### config.mk
export PLATFORM = sky130hd
export DESIGN_NAME = tz_guard
export DESIGN_NICKNAME = d
export VERILOG_FILES = /design/src/rtl/tz_pkg.sv /design/src/rtl/tz_trip_state.sv /design/src/rtl/tz_pin_ctl.sv /design/src/rtl/tz_guard.sv
export SDC_FILE = /design/constraint.sdc
export NUM_CORES = 1
export LEC_CHECK = 0
export ABC_CLOCK_PERIOD_IN_PS = 3300
export BUFFER_PORTS_ARGS = -buffer_cell sky130_fd_sc_hd__buf_2
export CORE_MARGIN = 8
export CORE_UTILIZATION = 23
export DETAILED_ROUTE_END_ITERATION = 12
export PLACE_DENSITY = 0.57
export SYNTH_ARGS = -nofsm -noshare
export SYNTH_HDL_FRONTEND = slang
export SYNTH_HIERARCHICAL = 1
export SYNTH_SLANG_ARGS = --single-unit
export TNS_END_PERCENT = 30
### constraint.sdc
create_clock -name clk -period 3.3 [get_ports clk]
set_clock_uncertainty 0.1 [all_clocks]
set_input_delay 0.825 -clock clk [delete_from_list [all_inputs] [get_ports clk]]
set_output_delay 0.825 -clock clk [all_outputs]
set_load 0.03 [all_outputs]
### src/rtl/tz_pkg.sv
package tz_pkg;
    localparam int ACT_W = 3;
    localparam logic [ACT_W-1:0] ACT_PASS   = 3'd0;
    localparam logic [ACT_W-1:0] ACT_HIGH   = 3'd1;
    localparam logic [ACT_W-1:0] ACT_LOW    = 3'd2;
    localparam logic [ACT_W-1:0] ACT_HIZ    = 3'd3;
    localparam logic [ACT_W-1:0] ACT_TOGGLE = 3'd4;
endpackage

### src/rtl/tz_trip_state.sv
module tz_trip_state #(
    parameter int NSRC = 6
) (
    input  logic            clk,
    input  logic            rst_n,
    input  logic [NSRC-1:0] fault_in,
    input  logic [NSRC-1:0] os_en,
    input  logic [NSRC-1:0] cb_en,
    input  logic            ctr_zero,
    input  logic            sw_clr,
    input  logic            irq_en,
    output logic            os_live,
    output logic            cb_live,
    output logic            os_q_o,
    output logic            cb_q_o,
    output logic [NSRC-1:0] flags_o,
    output logic            irq_o
);
    typedef struct packed {
        logic [NSRC-1:0] flags;
        logic            os;
        logic            cb;
        logic            irq;
    } st_t;

    st_t st_d, st_q;

    always_comb begin
        os_live = |(fault_in & os_en);
        cb_live = |(fault_in & cb_en);
        st_d = st_q;
        // latched class: set wins over clear
        if (os_live)       st_d.os = 1'b1;
        else if (sw_clr)   st_d.os = 1'b0;
        // per-cycle class: release only at counter zero with input gone
        if (cb_live)       st_d.cb = 1'b1;
        else if (ctr_zero) st_d.cb = 1'b0;
        for (int i = 0; i < NSRC; i++) begin
            if (fault_in[i])  st_d.flags[i] = 1'b1;
            else if (sw_clr)  st_d.flags[i] = 1'b0;
        end
        if (irq_en && (os_live || cb_live)) st_d.irq = 1'b1;
        else if (sw_clr)                    st_d.irq = 1'b0;
    end

    always_ff @(posedge clk or negedge rst_n) begin
        if (!rst_n) st_q <= '0;
        else        st_q <= st_d;
    end

    assign os_q_o  = st_q.os;
    assign cb_q_o  = st_q.cb;
    assign flags_o = st_q.flags;
    assign irq_o   = st_q.irq;

    AST_OS_HOLD: assert property (@(posedge clk) disable iff (!rst_n)
        (st_q.os && !sw_clr) |=> st_q.os);
    AST_CLR_BLOCKED: assert property (@(posedge clk) disable iff (!rst_n)
        os_live |=> st_q.os);
    AST_CB_HOLD: assert property (@(posedge clk) disable iff (!rst_n)
        (st_q.cb && !ctr_zero) |=> st_q.cb);
    AST_CB_RELEASE: assert property (@(posedge clk) disable iff (!rst_n)
        (st_q.cb && ctr_zero && !cb_live) |=> !st_q.cb);
    AST_FLAG_CAPTURE: assert property (@(posedge clk) disable iff (!rst_n)
        (fault_in != '0) |=> ((st_q.flags & $past(fault_in)) == $past(fault_in)));
    AST_IRQ_GATED: assert property (@(posedge clk) disable iff (!rst_n)
        (!st_q.irq && !irq_en) |=> !st_q.irq);
endmodule

### src/rtl/tz_pin_ctl.sv
module tz_pin_ctl
    import tz_pkg::*;
(
    input  logic             clk,
    input  logic             rst_n,
    input  logic             pwm_in,
    input  logic [ACT_W-1:0] os_act,
    input  logic [ACT_W-1:0] cb_act,
    input  logic             os_on,
    input  logic             cb_on,
    input  logic             ctr_zero,
    output logic             pin,
    output logic             oe
);
    logic [ACT_W-1:0] sel;
    logic             tripped;
    logic             tog_mode;
    logic             tog_d, tog_q;

    always_comb begin
        tripped  = os_on || cb_on;
        sel      = os_on ? os_act : (cb_on ? cb_act : ACT_PASS);
        tog_mode = tripped && (sel == ACT_TOGGLE);
        pin = 1'b0;
        oe  = 1'b1;
        case (sel)
            ACT_PASS:   pin = pwm_in;
            ACT_HIGH:   pin = 1'b1;
            ACT_LOW:    pin = 1'b0;
            ACT_HIZ:    oe  = 1'b0;
            ACT_TOGGLE: pin = tog_q;
            default:    pin = 1'b0;
        endcase
        if (tog_mode) tog_d = ctr_zero ? ~tog_q : tog_q;
        else          tog_d = ~pwm_in;
    end

    always_ff @(posedge clk or negedge rst_n) begin
        if (!rst_n) tog_q <= 1'b0;
        else        tog_q <= tog_d;
    end

    AST_HIZ_ONLY_TRIPPED: assert property (@(posedge clk) disable iff (!rst_n)
        !oe |-> tripped);
    AST_TOG_FLIP: assert property (@(posedge clk) disable iff (!rst_n)
        (tog_mode && ctr_zero) |=> (tog_q != $past(tog_q)));
    AST_TOG_STEADY: assert property (@(posedge clk) disable iff (!rst_n)
        (tog_mode && !ctr_zero) |=> $stable(tog_q));
endmodule

### src/rtl/tz_guard.sv
module tz_guard
    import tz_pkg::*;
#(
    parameter int NSRC = 6
) (
    input  logic             clk,
    input  logic             rst_n,
    input  logic             pwm_a_in,
    input  logic             pwm_b_in,
    input  logic [NSRC-1:0]  fault_in,
    input  logic [NSRC-1:0]  os_en,
    input  logic [NSRC-1:0]  cb_en,
    input  logic [ACT_W-1:0] os_act_a,
    input  logic [ACT_W-1:0] os_act_b,
    input  logic [ACT_W-1:0] cb_act_a,
    input  logic [ACT_W-1:0] cb_act_b,
    input  logic             ctr_zero,
    input  logic             sw_clr,
    input  logic             irq_en,
    output logic             pwm_a_out,
    output logic             pwm_b_out,
    output logic             oe_a,
    output logic             oe_b,
    output logic [NSRC-1:0]  src_flags,
    output logic             os_flag,
    output logic             cb_flag,
    output logic             irq
);
    localparam int NPIN = 2;

    logic os_live, cb_live, os_q, cb_q;
    logic os_on, cb_on;
    logic [NPIN-1:0] pin_in, pin_out, pin_oe;
    logic [NPIN-1:0][ACT_W-1:0] os_act_v, cb_act_v;

    tz_trip_state #(.NSRC(NSRC)) i_state (
        .clk(clk), .rst_n(rst_n), .fault_in(fault_in), .os_en(os_en),
        .cb_en(cb_en), .ctr_zero(ctr_zero), .sw_clr(sw_clr), .irq_en(irq_en),
        .os_live(os_live), .cb_live(cb_live), .os_q_o(os_q), .cb_q_o(cb_q),
        .flags_o(src_flags), .irq_o(irq)
    );

    assign os_on    = os_live || os_q;
    assign cb_on    = cb_live || cb_q;
    assign pin_in   = {pwm_b_in, pwm_a_in};
    assign os_act_v = {os_act_b, os_act_a};
    assign cb_act_v = {cb_act_b, cb_act_a};

    for (genvar p = 0; p < NPIN; p++) begin : g_pin
        tz_pin_ctl i_pin (
            .clk(clk), .rst_n(rst_n), .pwm_in(pin_in[p]),
            .os_act(os_act_v[p]), .cb_act(cb_act_v[p]),
            .os_on(os_on), .cb_on(cb_on), .ctr_zero(ctr_zero),
            .pin(pin_out[p]), .oe(pin_oe[p])
        );
    end

    assign pwm_a_out = pin_out[0];
    assign pwm_b_out = pin_out[1];
    assign oe_a      = pin_oe[0];
    assign oe_b      = pin_oe[1];
    assign os_flag   = os_q;
    assign cb_flag   = cb_q;

    AST_IDLE_PASS: assert property (@(posedge clk) disable iff (!rst_n)
        (!os_on && !cb_on) |-> (pwm_a_out == pwm_a_in && pwm_b_out == pwm_b_in && oe_a && oe_b));
    AST_MASKED_QUIET: assert property (@(posedge clk) disable iff (!rst_n)
        ((fault_in & (os_en | cb_en)) == '0 && !os_q && !cb_q) |-> (oe_a && oe_b));
endmodule

==> Yosys cells after proc, flatten, opt, wreduce, memory -nomap -nowiden <==
Index checks and enable logic that the tools add are counted.
{ "classes": {"add_sub_neg": 0, "mul": 0, "div_mod_pow": 0, "magnitude_cmp": 0, "eq_ne": 8, "shift": 0, "mux": 23, "n_bitwise": 6, "n_reduce_logical": 20} }
{ "op_table": {"columns": ["op", "count"], "rows": [
  ["nonzero test 2 bit", 9],
  ["two-way mux 1 bit", 17],
  ["bitwise AND 6 bit", 2],
  ["two-way mux 3 bit", 4],
  ["OR reduction 6 bit", 2],
  ["== test 3 x 1 -> 1 bit (second input constant)", 2],
  ["== test 3 x 2 -> 1 bit (second input constant)", 2],
  ["== test 3 bit (second input constant)", 2],
  ["zero test 3 bit", 2],
  ["case mux 1 bit (3 select lines)", 2],
  ["logical OR 1 bit", 4],
  ["inequality test 2 bit (second input constant)", 2],
  ["NOT 1 bit", 4],
  ["logical AND 1 bit", 3]
]} }
{ "word_totals": {"regBits": 11, "latchBits": 0, "mem_bits_rw": 0, "mem_bits_ro": 0, "in_bits": 37, "out_inout_bits": 13, "elab_cells": 68, "n_memories": 0} }

==> Longest topological paths before layout <==
Gate-level depths: netlist of the first run.
{ "depth": {"depth_word": 8, "ltp_mapped": 7} }

==> Cells and area by module <==
The synthesis of the first run kept the hierarchy.
{ "by_module_without_submodules": {"columns": ["mod", "instances", "cells_each", "area_each_um2"], "rows": [
  ["tz_trip_state", 1, 32, 382.9],
  ["tz_pin_ctl", 2, 19, 166.4],
  ["tz_guard", 1, 2, 12.5]
]} }

==> Worst setup path before layout of the first run <==
Ideal clock, no wire load.
{ "synth_path": {"path_kind": "input to output", "start": "input os_en[0]", "end": "output pwm_a_out", "arrival_ps": 2646, "t_required_ps": 2375, "slack_ps": -271, "stages": 7, "n_path_buf": 1, "path_cell_list": "a22o_1 or3_4 or2_1 buf_6 and3b_2 o221ai_1 a21oi_1"} }
{ "synth_via": {"elab_chain_len": 6} }
{ "synth_rtl": {"columns": ["item", "line_no", "source"], "rows": [
  ["start: declaration", "tz_guard.sv:11", "input logic [NSRC-1:0] os_en,"],
  ["bitwise AND 6 bit *", "tz_trip_state.sv:29", "os_live = |(fault_in & os_en);"],
  ["OR reduction 6 bit *", "tz_trip_state.sv:29", null],
  ["net os_live", "tz_guard.sv:31", "logic os_live, cb_live, os_q, cb_q;"],
  ["logical OR 1 bit *", "tz_guard.sv:43", "assign os_on = os_live || os_q;"],
  ["net os_on", "tz_guard.sv:32", "logic os_on, cb_on;"],
  ["two-way mux 3 bit *", "tz_pin_ctl.sv:22", "sel = os_on ? os_act : (cb_on ? cb_act : ACT_PASS);"],
  ["== test 3 bit (tied with other cells)", "tz_pin_ctl.sv:26", "case (sel)"],
  ["case mux 1 bit (3 select lines) *", "tz_pin_ctl.sv:26", null],
  ["end: declaration", "tz_guard.sv:20", "output logic pwm_a_out,"]
]} }
The timed path passes the listed nets; every way through them passes the cells marked *.

==> Worst setup path after layout of the first run <==
{ "layout_path": {"start": "input os_en[3]", "end": "output pwm_b_out"} }
{ "layout_via": {"elab_chain_len": 6} }
{ "layout_rtl": {"columns": ["item", "line_no", "source"], "rows": [
  ["bitwise AND 6 bit *", "tz_trip_state.sv:29", null],
  ["OR reduction 6 bit *", "tz_trip_state.sv:29", null],
  ["net os_live", "tz_guard.sv:31", null],
  ["logical OR 1 bit *", "tz_guard.sv:43", null],
  ["net os_on", "tz_guard.sv:32", null],
  ["two-way mux 3 bit *", "tz_pin_ctl.sv:22", null],
  ["== test 3 bit (tied with other cells)", "tz_pin_ctl.sv:26", null],
  ["case mux 1 bit (3 select lines) *", "tz_pin_ctl.sv:26", null],
  ["end: declaration", "tz_guard.sv:21", "output logic pwm_b_out,"]
]} }
Marks and branches as above.

==> metrics.md, run 1 <==
| Metric | Value |
|---|---|
| First-pass GRT wire length | `~4.1 mm` |
| Critical Path End | `pwm_b_out` |
| Pre-CTS worst setup slack | `-0.305 ns` |
| Sequential fraction of the synthesis area | `37.8%` |
| Relative area change from synthesis to final layout | `84.7%` |
| Commonest cells after routing, fill and taps aside | `sky130_fd_sc_hd__buf_2 (41), sky130_fd_sc_hd__buf_4 (20), sky130_fd_sc_hd__dfrtp_1 (11), sky130_fd_sc_hd__nand2_1 (8), sky130_fd_sc_hd__buf_6 (8)` |
| Count of final hold-check violations | `0` |
| Antenna violations before repair | `0` |
| Combined area of the multi-input logic cells | `~530 sq um` |
| Horizontal die dimension | `72.3 um` |
| Worst max-slew margin expressed relative to the limit | `83.3%` |
| Mapped Area | `728 sq um` |
| Area of placed instances | `~1200 sq um` |
| Initial Util | `24.0%` |
| Vias | `882` |
| Worst setup EP type | `primary output` |
| Buffers added on ports | `49` |
| Failing checks | `negative setup slack` |
| Maximum number of pins on one net before global-route repair | `12` |
| Die Span Y | `~72 um` |
| Final setup violating endpoints | `4` |
| Detailed-placement wirelength estimate | `~2.1 mm` |
| TritonCTS clock tree | `built` |
| Startpoint kind of the worst setup timing path | `input port` |
| Hold Buf Count CTS | `0` |
| Tot Pwr | `379 uW` |
| Flop2flop setup slack | `~1.7 ns` |
| Share of final-layout standard cells stronger than drive strength 1 | `67.6%` |
| Final worst-path cycle share | `105%` |
| Number of vias per cell | `4.67` |
| Final net count | `183` |
| Routed WL | `2.56 mm` |
| Post-layout min period | `~3.5 ns` |
| Clock-pin slew reported for the worst setup and hold paths after clock tree synthesis | `0.07 ns` |
| Data required, critical path | `2.37 ns` |
| Peak Freq | `roughly 290 MHz` |
| Clk_lat worst skew | `0.26 ns` |
| Placer Congestion | `0.786` |
| Pre-antenna DRT Iters | `4` |
| HP Class | `input port to async pin` |
| Num rows | `20` |
| Count of warnings emitted by yosys | `6` |
| Cts bufs inserted | `3` |
| Number of sinks handled by clock tree synthesis | `11` |
| FF/Latch Area | `275 sq um` |
| Worst Path Max Fanout | `5` |
| Antenna diode count | `0` |
| PD cells | `about 280 nW/um^2` |
| Max Transition Viols Final | `0` |
| Overflow left after global routing | `0` |
| Number of distinct standard cells referenced by the synthesized netlist | `24` |
| Leakage | `0.000663 uW` |
| Launch point of the worst path | `os_en[3]` |
| Count of fill cells added during filler insertion | `301` |
| Final cell count without fillers | `between 150 and 200` |
| Die ar. | `5220 sq um` |
| Pin slew with the least headroom to its limit | `around 0.25 ns` |
| Largest voltage drop on the vdd net | `roughly 160 uV` |
| Setup repair after global routing missed its margin | `true` |
| Register bit count reported by yosys | `11` |
| Cell count after placement | `between 150 and 200` |
| Clock tree root buffer cell | `sky130_fd_sc_hd__clkbuf_4` |
| Total GRT Usage | `a little under 10%` |
| Post-route DRC violation count | `0` |
| Net count after synthesis | `approximately 110` |
| Endpoint of the lowest-slack register-to-register path | `g_pin[1].i_pin/tog_q` |
| Critical setup path kind | `input port to primary output` |
| Logic depth of the worst register-to-register path | `5` |
| Synthesized instance count | `72` |
| Placeable core area | `3030 sq um` |
| Clock Tree Buf Depth | `2` |
| Wire length per cell after detailed routing | `13.6 um` |
| Drt initial violations | `17` |
| Critical path arrival | `2.54 ns` |
| Util after Layout | `44.4%` |
| Leading cell type in the layout, fill and taps excluded | `sky130_fd_sc_hd__buf_2` |
| Remaining number of nets flagged by the antenna check after routing | `0` |
| Maxcap violations | `0` |
| Outcome | `complete, but fails checks` |
| Per-instance average area after synthesis | `10.1 sq um` |
| Startpoint of the most critical register-to-register path | `i_state/cb_q_o` |
| I/O pin total | `50` |
| Number of global-route vias before repair | `between 900 and 1000` |
| H-tree Lvls | `1` |
| Design Area, Final | `~1300 sq um` |
| Fin worst setup slack | `-0.166 ns` |
cells in the mapped netlist, drive strengths merged:
cell | n | share of area (%)
a21o | 11 | 12
or2 | 2 | 1.7
mux2i | 2 | 2.7
buf | 2 | 3.1
xnor2 | 2 | 2.4
a22oi | 3 | 3.1
inv | 3 | 1.5
dfrtp | 11 | 38
nor4 | 1 | 0.86
o21ai | 5 | 3.4
nor2b | 1 | 0.86
nor2 | 1 | 0.51
a22o | 3 | 3.6
o2111ai | 2 | 2.4
and4bb | 2 | 3.4
and3 | 1 | 0.86
or3 | 1 | 1.5
o221ai | 4 | 6.5
and3b | 4 | 5.2
nand2 | 8 | 4.1
a21oi | 3 | 2.1
registers in the layout, indices dropped and copies added (netlist names):
name	cells
i_state/cb_q_o	1
i_state/flags_o	6
g_pin.i_pin/tog_q	2
i_state/os_q_o	1
i_state/irq_o	1
worst max-delay path, cell delays in order:
cell and delay, ns:
sky130_fd_sc_hd__buf_6 0.09, sky130_fd_sc_hd__a22o_1 0.24, sky130_fd_sc_hd__or3_4 0.42, sky130_fd_sc_hd__or2_4 0.27, sky130_fd_sc_hd__and4bb_2 0.34, sky130_fd_sc_hd__o21ai_4 0.07
sky130_fd_sc_hd__a21oi_4 0.15, sky130_fd_sc_hd__buf_6 0.14
through the flow:
stage	hold slack (ns)	TNS [ns]
6_report	0.321	-0.502
5_1_grt	0.323	-0.711
4_1_cts	0.321	-0.525
3_5_place_dp	0.363	-1.02
3_3_place_gp	0.359	-0.939
2_1_floorplan	0.429	-0.112
per-layer routing:
| metal | global-route usage, % | wire (um) | vias to the layer above |
|---|---|---|---|
| met5 | 0 | 0 | - |
| met4 | 4.76 | 18 | 0 |
| met3 | 4.13 | 255 | 2 |
| met2 | 15.3 | 1260 | 38 |
| met1 | 10.8 | 1030 | 415 |
| li1 | - | - | 427 |
logic make-up (layout without fill, tap and decap cells):
kind of cell / Yosys count / count (layout) / synth area share [%]
AOI/OAI and AO/OA: 31 / 31 / 33.3
xor gates and xnor gates: 2 / 2 / 2.41
buffers and inverters: 5 / 76 / 4.64
DFF: 11 / 11 / 37.8
muxes: 2 / 2 / 2.75
and+or+nand+nor: 21 / 23 / 19.1
worst min-delay path by stage:
stage | startpoint | endpoint | slack, ns | depth (start not counted)
finish | rst_n | i_state/flags_o[4] | 0.32 | 1
global route | rst_n | i_state/flags_o[4] | 0.32 | 1
CTS | rst_n | i_state/flags_o[4] | 0.32 | 1
detailed placement | i_state/flags_o[1] | i_state/flags_o[1] | 0.36 | 1
global placement | i_state/flags_o[5] | i_state/flags_o[5] | 0.36 | 1
floorplan | rst_n | g_pin[0].i_pin/tog_q | 0.43 | 0
layout make-up:
type                            instances  area share (%)
Multi-Input combinational cell         58            39.5
Timing Repair Buffer                   69            33.1
Inverter                                3           0.837
Sequential cell                        11            20.5
Tap cell                               44            4.09
Clock buffer                            4            1.95
power by group:
group          leakage [uW]  switching, uW  total (uW)  internal [uW]
sequential         0.000117           6.91         151            144
clock             0.0000150           41.4        88.1           46.7
combinational      0.000531           69.4         140           70.5
what timing repair did:
| item | CTS | global route |
|---|---|---|
| gates cloned | 2 | 0 |
| endpoints found under the setup margin | 4 | 4 |
| resized for setup | 18 | 6 |
| buffers inserted | 1 | 0 |
| pin swaps | 10 | 3 |
(Power assumes the default switching activity.)
==> inputs of run 2 (changes only) <==
BUFFER_PORTS_ARGS = unset   (was -buffer_cell sky130_fd_sc_hd__buf_2)
DONT_BUFFER_PORTS = 1   (was unset)
PLACE_DENSITY = 0.43   (was 0.57)
==> metrics.md, run 2 (synthesis gave the netlist of run 1 again) <==
| Metric | Value |
|---|---|
| Leakage | `0.000433 uW` |
| Worst setup EP type | `primary output` |
| Maximum number of pins on one net before global-route repair | `12` |
| Antenna violations before repair | `0` |
| Max Transition Viols Final | `0` |
| Horizontal die dimension | `72.3 um` |
| Clock-pin slew reported for the worst setup and hold paths after clock tree synthesis | `0.07 ns` |
| Util after Layout | `between 30% and 40%` |
| Startpoint kind of the worst setup timing path | `input port` |
| Setup repair after global routing missed its margin | `true` |
| H-tree Lvls | `1` |
| Count of fill cells added during filler insertion | `between 300 and 400` |
| Share of final-layout standard cells stronger than drive strength 1 | `48.9%` |
| Detailed-placement wirelength estimate | `1.87 mm` |
| Placeable core area | `around 3000 sq um` |
| Post-layout min period | `3.31 ns` |
| Routed WL | `2.26 mm` |
| Clock tree root buffer cell | `sky130_fd_sc_hd__clkbuf_4` |
| Worst max-slew margin expressed relative to the limit | `71.0%` |
| Number of sinks handled by clock tree synthesis | `11` |
| GR peak layer | `met2` |
| Cts bufs inserted | `3` |
| Logic depth of the worst register-to-register path | `6` |
| Relative area change from synthesis to final layout | `39.5%` |
| Final net count | `126` |
| Remaining number of nets flagged by the antenna check after routing | `0` |
| Vias | `660` |
| Critical path arrival | `2.38 ns` |
| PD cells | `roughly 320 nW/um^2` |
| Number of global-route vias before repair | `778` |
| Initial Util | `roughly a quarter` |
| Largest voltage drop on the vdd net | `174 uV` |
| Max FFs per register | `6` |
| Peak Freq | `roughly 300 MHz` |
| Commonest cells after routing, fill and taps aside | `sky130_fd_sc_hd__buf_4 (12), sky130_fd_sc_hd__dfrtp_1 (11), sky130_fd_sc_hd__a21o_1 (6), sky130_fd_sc_hd__nand2_1 (5), sky130_fd_sc_hd__o21ai_2 (4)` |
| Number of vias per cell | `5.00` |
| Met2 Track Usage GR | `13.8%` |
| Startpoint of the most critical register-to-register path | `i_state/os_q_o` |
| Global routing usage on met3 | `5.37%` |
| Pre-antenna DRT Iters | `4` |
| Clk_lat worst skew | `roughly 0.26 ns` |
| Count of final hold-check violations | `0` |
| First-pass GRT wire length | `3.74 mm` |
| Outcome | `complete, but fails checks` |
| Drt initial violations | `19` |
| Placer Congestion | `0.736` |
| Post-route DRC violation count | `0` |
| Buffers added on ports | `0` |
| Global-route met1 utilization | `9.65%` |
| Overflow left after global routing | `0` |
| Num rows | `20` |
| Hold Buf Count CTS | `0` |
| Leading cell type in the layout, fill and taps excluded | `sky130_fd_sc_hd__buf_4` |
| Fin worst setup slack | `-0.00975 ns` |
| Pre-CTS worst setup slack | `-0.0934 ns` |
| Critical setup path kind | `input port to primary output` |
| Die Span Y | `72.3 um` |
| Final setup violating endpoints | `2` |
| TritonCTS clock tree | `built` |
| Die ar. | `~5200 sq um` |
| Maxcap violations | `0` |
| Launch point of the worst path | `fault_in[0]` |
| Antenna diode count | `0` |
| Clock Tree Buf Depth | `2` |
| Wire length per cell after detailed routing | `17.1 um` |
| Worst Path Max Fanout | `8` |
| Final worst-path cycle share | `100%` |
| Total GRT Usage | `8.92%` |
| I/O pin total | `50` |
| HP Class | `input port to async pin` |
| Data required, critical path | `2.37 ns` |
| Failing checks | `negative setup slack` |
| Pin slew with the least headroom to its limit | `around 0.44 ns` |
## run 2: cell count changes in the layout (fill, tap and decap cells not counted), moves of 3 or more
| cell | previous run | this run |
|---|---|---|
| sky130_fd_sc_hd__buf_6 | 8 | 1 |
| sky130_fd_sc_hd__buf_2 | 41 | 0 |
| sky130_fd_sc_hd__nand2_1 | 8 | 5 |
| sky130_fd_sc_hd__o21ai_2 | 1 | 4 |
| sky130_fd_sc_hd__buf_4 | 20 | 12 |
| sky130_fd_sc_hd__or2_4 | 4 | 1 |
## run 2: per-stage QoR
stage	cells	instance area (sq um)	hold WS (ns)	power [uW]	TNS [ns]
floorplan	72	778	0.429	218	-0.112
global placement	124	886	0.430	233	-0.193
detailed placement	124	886	0.430	234	-0.237
CTS	131	968	0.142	330	-0.0621
global route	132	1020	0.139	346	-0.151
finish	132	1020	0.155	329	-0.0137
## run 2: worst paths after layout
path / end / slack [ns]
max in group asynchronous: i_state/flags_o[2] / 2.88
min reg2reg: g_pin[0].i_pin/tog_q / 0.50
min in group clk: g_pin[0].i_pin/tog_q / 0.50
min: i_state/flags_o[0] / 0.15
max: pwm_a_out / -0.01
max reg2reg: g_pin[0].i_pin/tog_q / 1.46
## run 2: metal layers
layer / vias to the layer above / wire, um
met5: - / 0
met4: 0 / 17
met3: 2 / 427
met2: 42 / 965
met1: 309 / 851
li1: 307 / -
## run 2: what timing repair did
action                     CTS  global route
setup endpoints to repair    4             4
cloned                       0             0
buffers inserted             3             1
gates resized for setup     11             6
pin swaps                   11             7
## run 2: area by class of cell
type | count | area (sq um) | area share [%]
clock buffer | 4 | 26.3 | 2.59
inverter | 3 | 11.3 | 1.11
multi-input combinational | 56 | 532 | 52.3
tap | 44 | 55.1 | 5.42
sequential | 11 | 275 | 27.1
timing repair buffer | 14 | 116 | 11.5
## run 2: power by group
part	total (uW)	leakage [uW]	internal, uW	switching (uW)
Combinational	73.9	0.000300	38.5	35.4
Clock	88.1	0.0000150	46.6	41.4
Sequential	167	0.000117	144	23.1
## run 2: critical path, stage by stage
cell and delay [ns]:
sky130_fd_sc_hd__a22o_1 0.22, sky130_fd_sc_hd__or3_4 0.39, sky130_fd_sc_hd__or2_4 0.27, sky130_fd_sc_hd__and3b_2 0.28
sky130_fd_sc_hd__o221ai_4 0.11, sky130_fd_sc_hd__a21oi_4 0.28
==> inputs of run 3 (changes only) <==
PLACE_DENSITY = 0.47   (was 0.43)
==> metrics.md, run 3 (synthesis gave the netlist of run 1 again) <==
| Metric | Value |
|---|---|
| Outcome | `complete, but fails checks` |
| Failing checks | `negative setup slack` |
| Delay contributed by the slowest stage of the critical path | `0.41 ns` |
| Combined area of the multi-input logic cells | `556 sq um` |
| Count of fill cells added during filler insertion | `326` |
| Logic depth of the worst register-to-register path | `5` |
| Initial Util | `24.0%` |
| Placeable core area | `3030 sq um` |
| Max Transition Viols Final | `0` |
| Area of placed instances | `908 sq um` |
| Final cell count without fillers | `around 130` |
| Number of global-route vias before repair | `757` |
| Pre-antenna DRT Iters | `4` |
| Hold slack | `about 0.15 ns` |
| Detailed-placement wirelength estimate | `roughly 1.9 mm` |
| HP Class | `input port to async pin` |
| Leading cell type in the layout, fill and taps excluded | `sky130_fd_sc_hd__buf_4` |
| Max FFs per register | `6` |
| List of cells traversed by the critical path | `a22o_1 > or3_4 > or2_4 > and3b_2 > o221ai_4 > a21oi_4` |
| Startpoint kind of the worst setup timing path | `input port` |
| Final net count | `between 100 and 150` |
| Maxcap violations | `0` |
| Design Area, Final | `1040 sq um` |
| Cell count after placement | `127` |
| Final setup violating endpoints | `2` |
| Antenna diode count | `0` |
| Routed WL | `2.34 mm` |
| Cell with the largest stage delay on the worst path | `sky130_fd_sc_hd__or3_4` |
| Post-route DRC violation count | `0` |
| FF/Latch Area | `275 sq um` |
| Wire length per cell after detailed routing | `~17 um` |
| Maximum number of pins on one net before global-route repair | `12` |
| Util after Layout | `34.5%` |
| Largest voltage drop on the vdd net | `between 150 and 200 uV` |
| Drt initial violations | `16` |
| Worst setup EP type | `primary output` |
| Remaining number of nets flagged by the antenna check after routing | `0` |
| Number of sinks handled by clock tree synthesis | `11` |
| Post-layout min period | `3.33 ns` |
| Overflow left after global routing | `0` |
| Cts bufs inserted | `3` |
| I/O pin total | `50` |
| Critical path arrival | `2.41 ns` |
| Leakage | `approximately 0.00044 uW` |
| Die Span Y | `72.3 um` |
| H-tree Lvls | `1` |
| Buffers added on ports | `0` |
| Num rows | `20` |
| Relative area change from synthesis to final layout | `43.3%` |
| Final worst-path cycle share | `101%` |
| Placer Congestion | `0.738` |
| Antenna violations before repair | `0` |
| First-pass GRT wire length | `around 3.6 mm` |
| Fin worst setup slack | `-0.0315 ns` |
| Worst Path Max Fanout | `6` |
| Pin slew with the least headroom to its limit | `0.393 ns` |
| PD cells | `321 nW/um^2` |
| Sum of negative setup slack | `-0.0612 ns` |
| Clk_lat worst skew | `0.26 ns` |
| Clock-pin slew reported for the worst setup and hold paths after clock tree synthesis | `0.07 ns` |
| Data required, critical path | `2.37 ns` |
| Share of final-layout standard cells stronger than drive strength 1 | `about half` |
| Vias | `662` |
| Clock tree root buffer cell | `sky130_fd_sc_hd__clkbuf_4` |
| TritonCTS clock tree | `built` |
| Horizontal die dimension | `72.3 um` |
| Die ar. | `5220 sq um` |
| Total GRT Usage | `8.83%` |
| Commonest cells after routing, fill and taps aside | `sky130_fd_sc_hd__buf_4 (13), sky130_fd_sc_hd__dfrtp_1 (11), sky130_fd_sc_hd__nand2_1 (6), sky130_fd_sc_hd__a21o_1 (6), sky130_fd_sc_hd__a21o_2 (4)` |
| Setup repair after global routing missed its margin | `true` |
| Worst max-slew margin expressed relative to the limit | `73.8%` |
| Number of vias per cell | `4.94` |
| Count of final hold-check violations | `0` |
| Peak Freq | `300 MHz` |
| Clock Tree Buf Depth | `2` |
| Critical setup path kind | `input port to primary output` |
## run 3: through the flow
stage | power (uW) | setup WS, ns
floorplan | 218 | -0.0430
global placement | 234 | -0.0938
detailed placement | 235 | -0.111
CTS | 337 | -0.0542
global route | 351 | -0.0841
finish | 335 | -0.0315
## run 3: final timing paths
| kind | start | to | slack, ns |
|---|---|---|---|
| setup reg to reg | i_state/cb_q_o | g_pin[1].i_pin/tog_q | 1.48 |
| setup / recovery | os_en[0] | pwm_a_out | -0.03 |
| hold / removal | rst_n | i_state/flags_o[1] | 0.15 |
| min in group clk | g_pin[0].i_pin/tog_q | g_pin[0].i_pin/tog_q | 0.51 |
| max in group asynchronous | rst_n | i_state/flags_o[4] | 2.88 |
| hold reg to reg | g_pin[0].i_pin/tog_q | g_pin[0].i_pin/tog_q | 0.51 |
## run 3: area by class of cell
type                            count  share of cell area, %
Clock buffer                        4                   2.52
Inverter                            3                   1.08
Multi-Input combinational cell     57                   53.2
Sequential cell                    11                   26.4
Tap cell                           44                   5.28
Timing Repair Buffer               15                   11.5
## run 3: power by group
group / switching [uW] / internal (uW) / leakage [uW] / total (uW)
registers: 23.4 / 144 / 0.000117 / 167
logic: 37.7 / 39.4 / 0.000307 / 77.1
clock network: 43.9 / 46.7 / 0.0000150 / 90.6
## run 3: critical path: cells and delay by family
kind / cells / cell delay, ns
simple gates: 3 / 0.96
compound gates: 3 / 0.62
## run 3: per-layer routing
layer / up-vias / wire, um / GRT usage [%]
met1: 308 / 899 / 9.15
met2: 40 / 1050 / 14.0
met5: - / 0 / 0
met3: 2 / 381 / 5.51
li1: 312 / - / -
met4: 0 / 8 / 3.40
## run 3: timing repair
| item | 4_1_cts | 5_1_grt |
|---|---|---|
| buffers inserted | 2 | 0 |
| cloned | 1 | 0 |
| hold endpoints to repair | 0 | 0 |
| pin swaps | 11 | 6 |
| endpoints found under the setup margin | 3 | 4 |
| hold buffers | 0 | 0 |
| resized for setup | 12 | 6 |
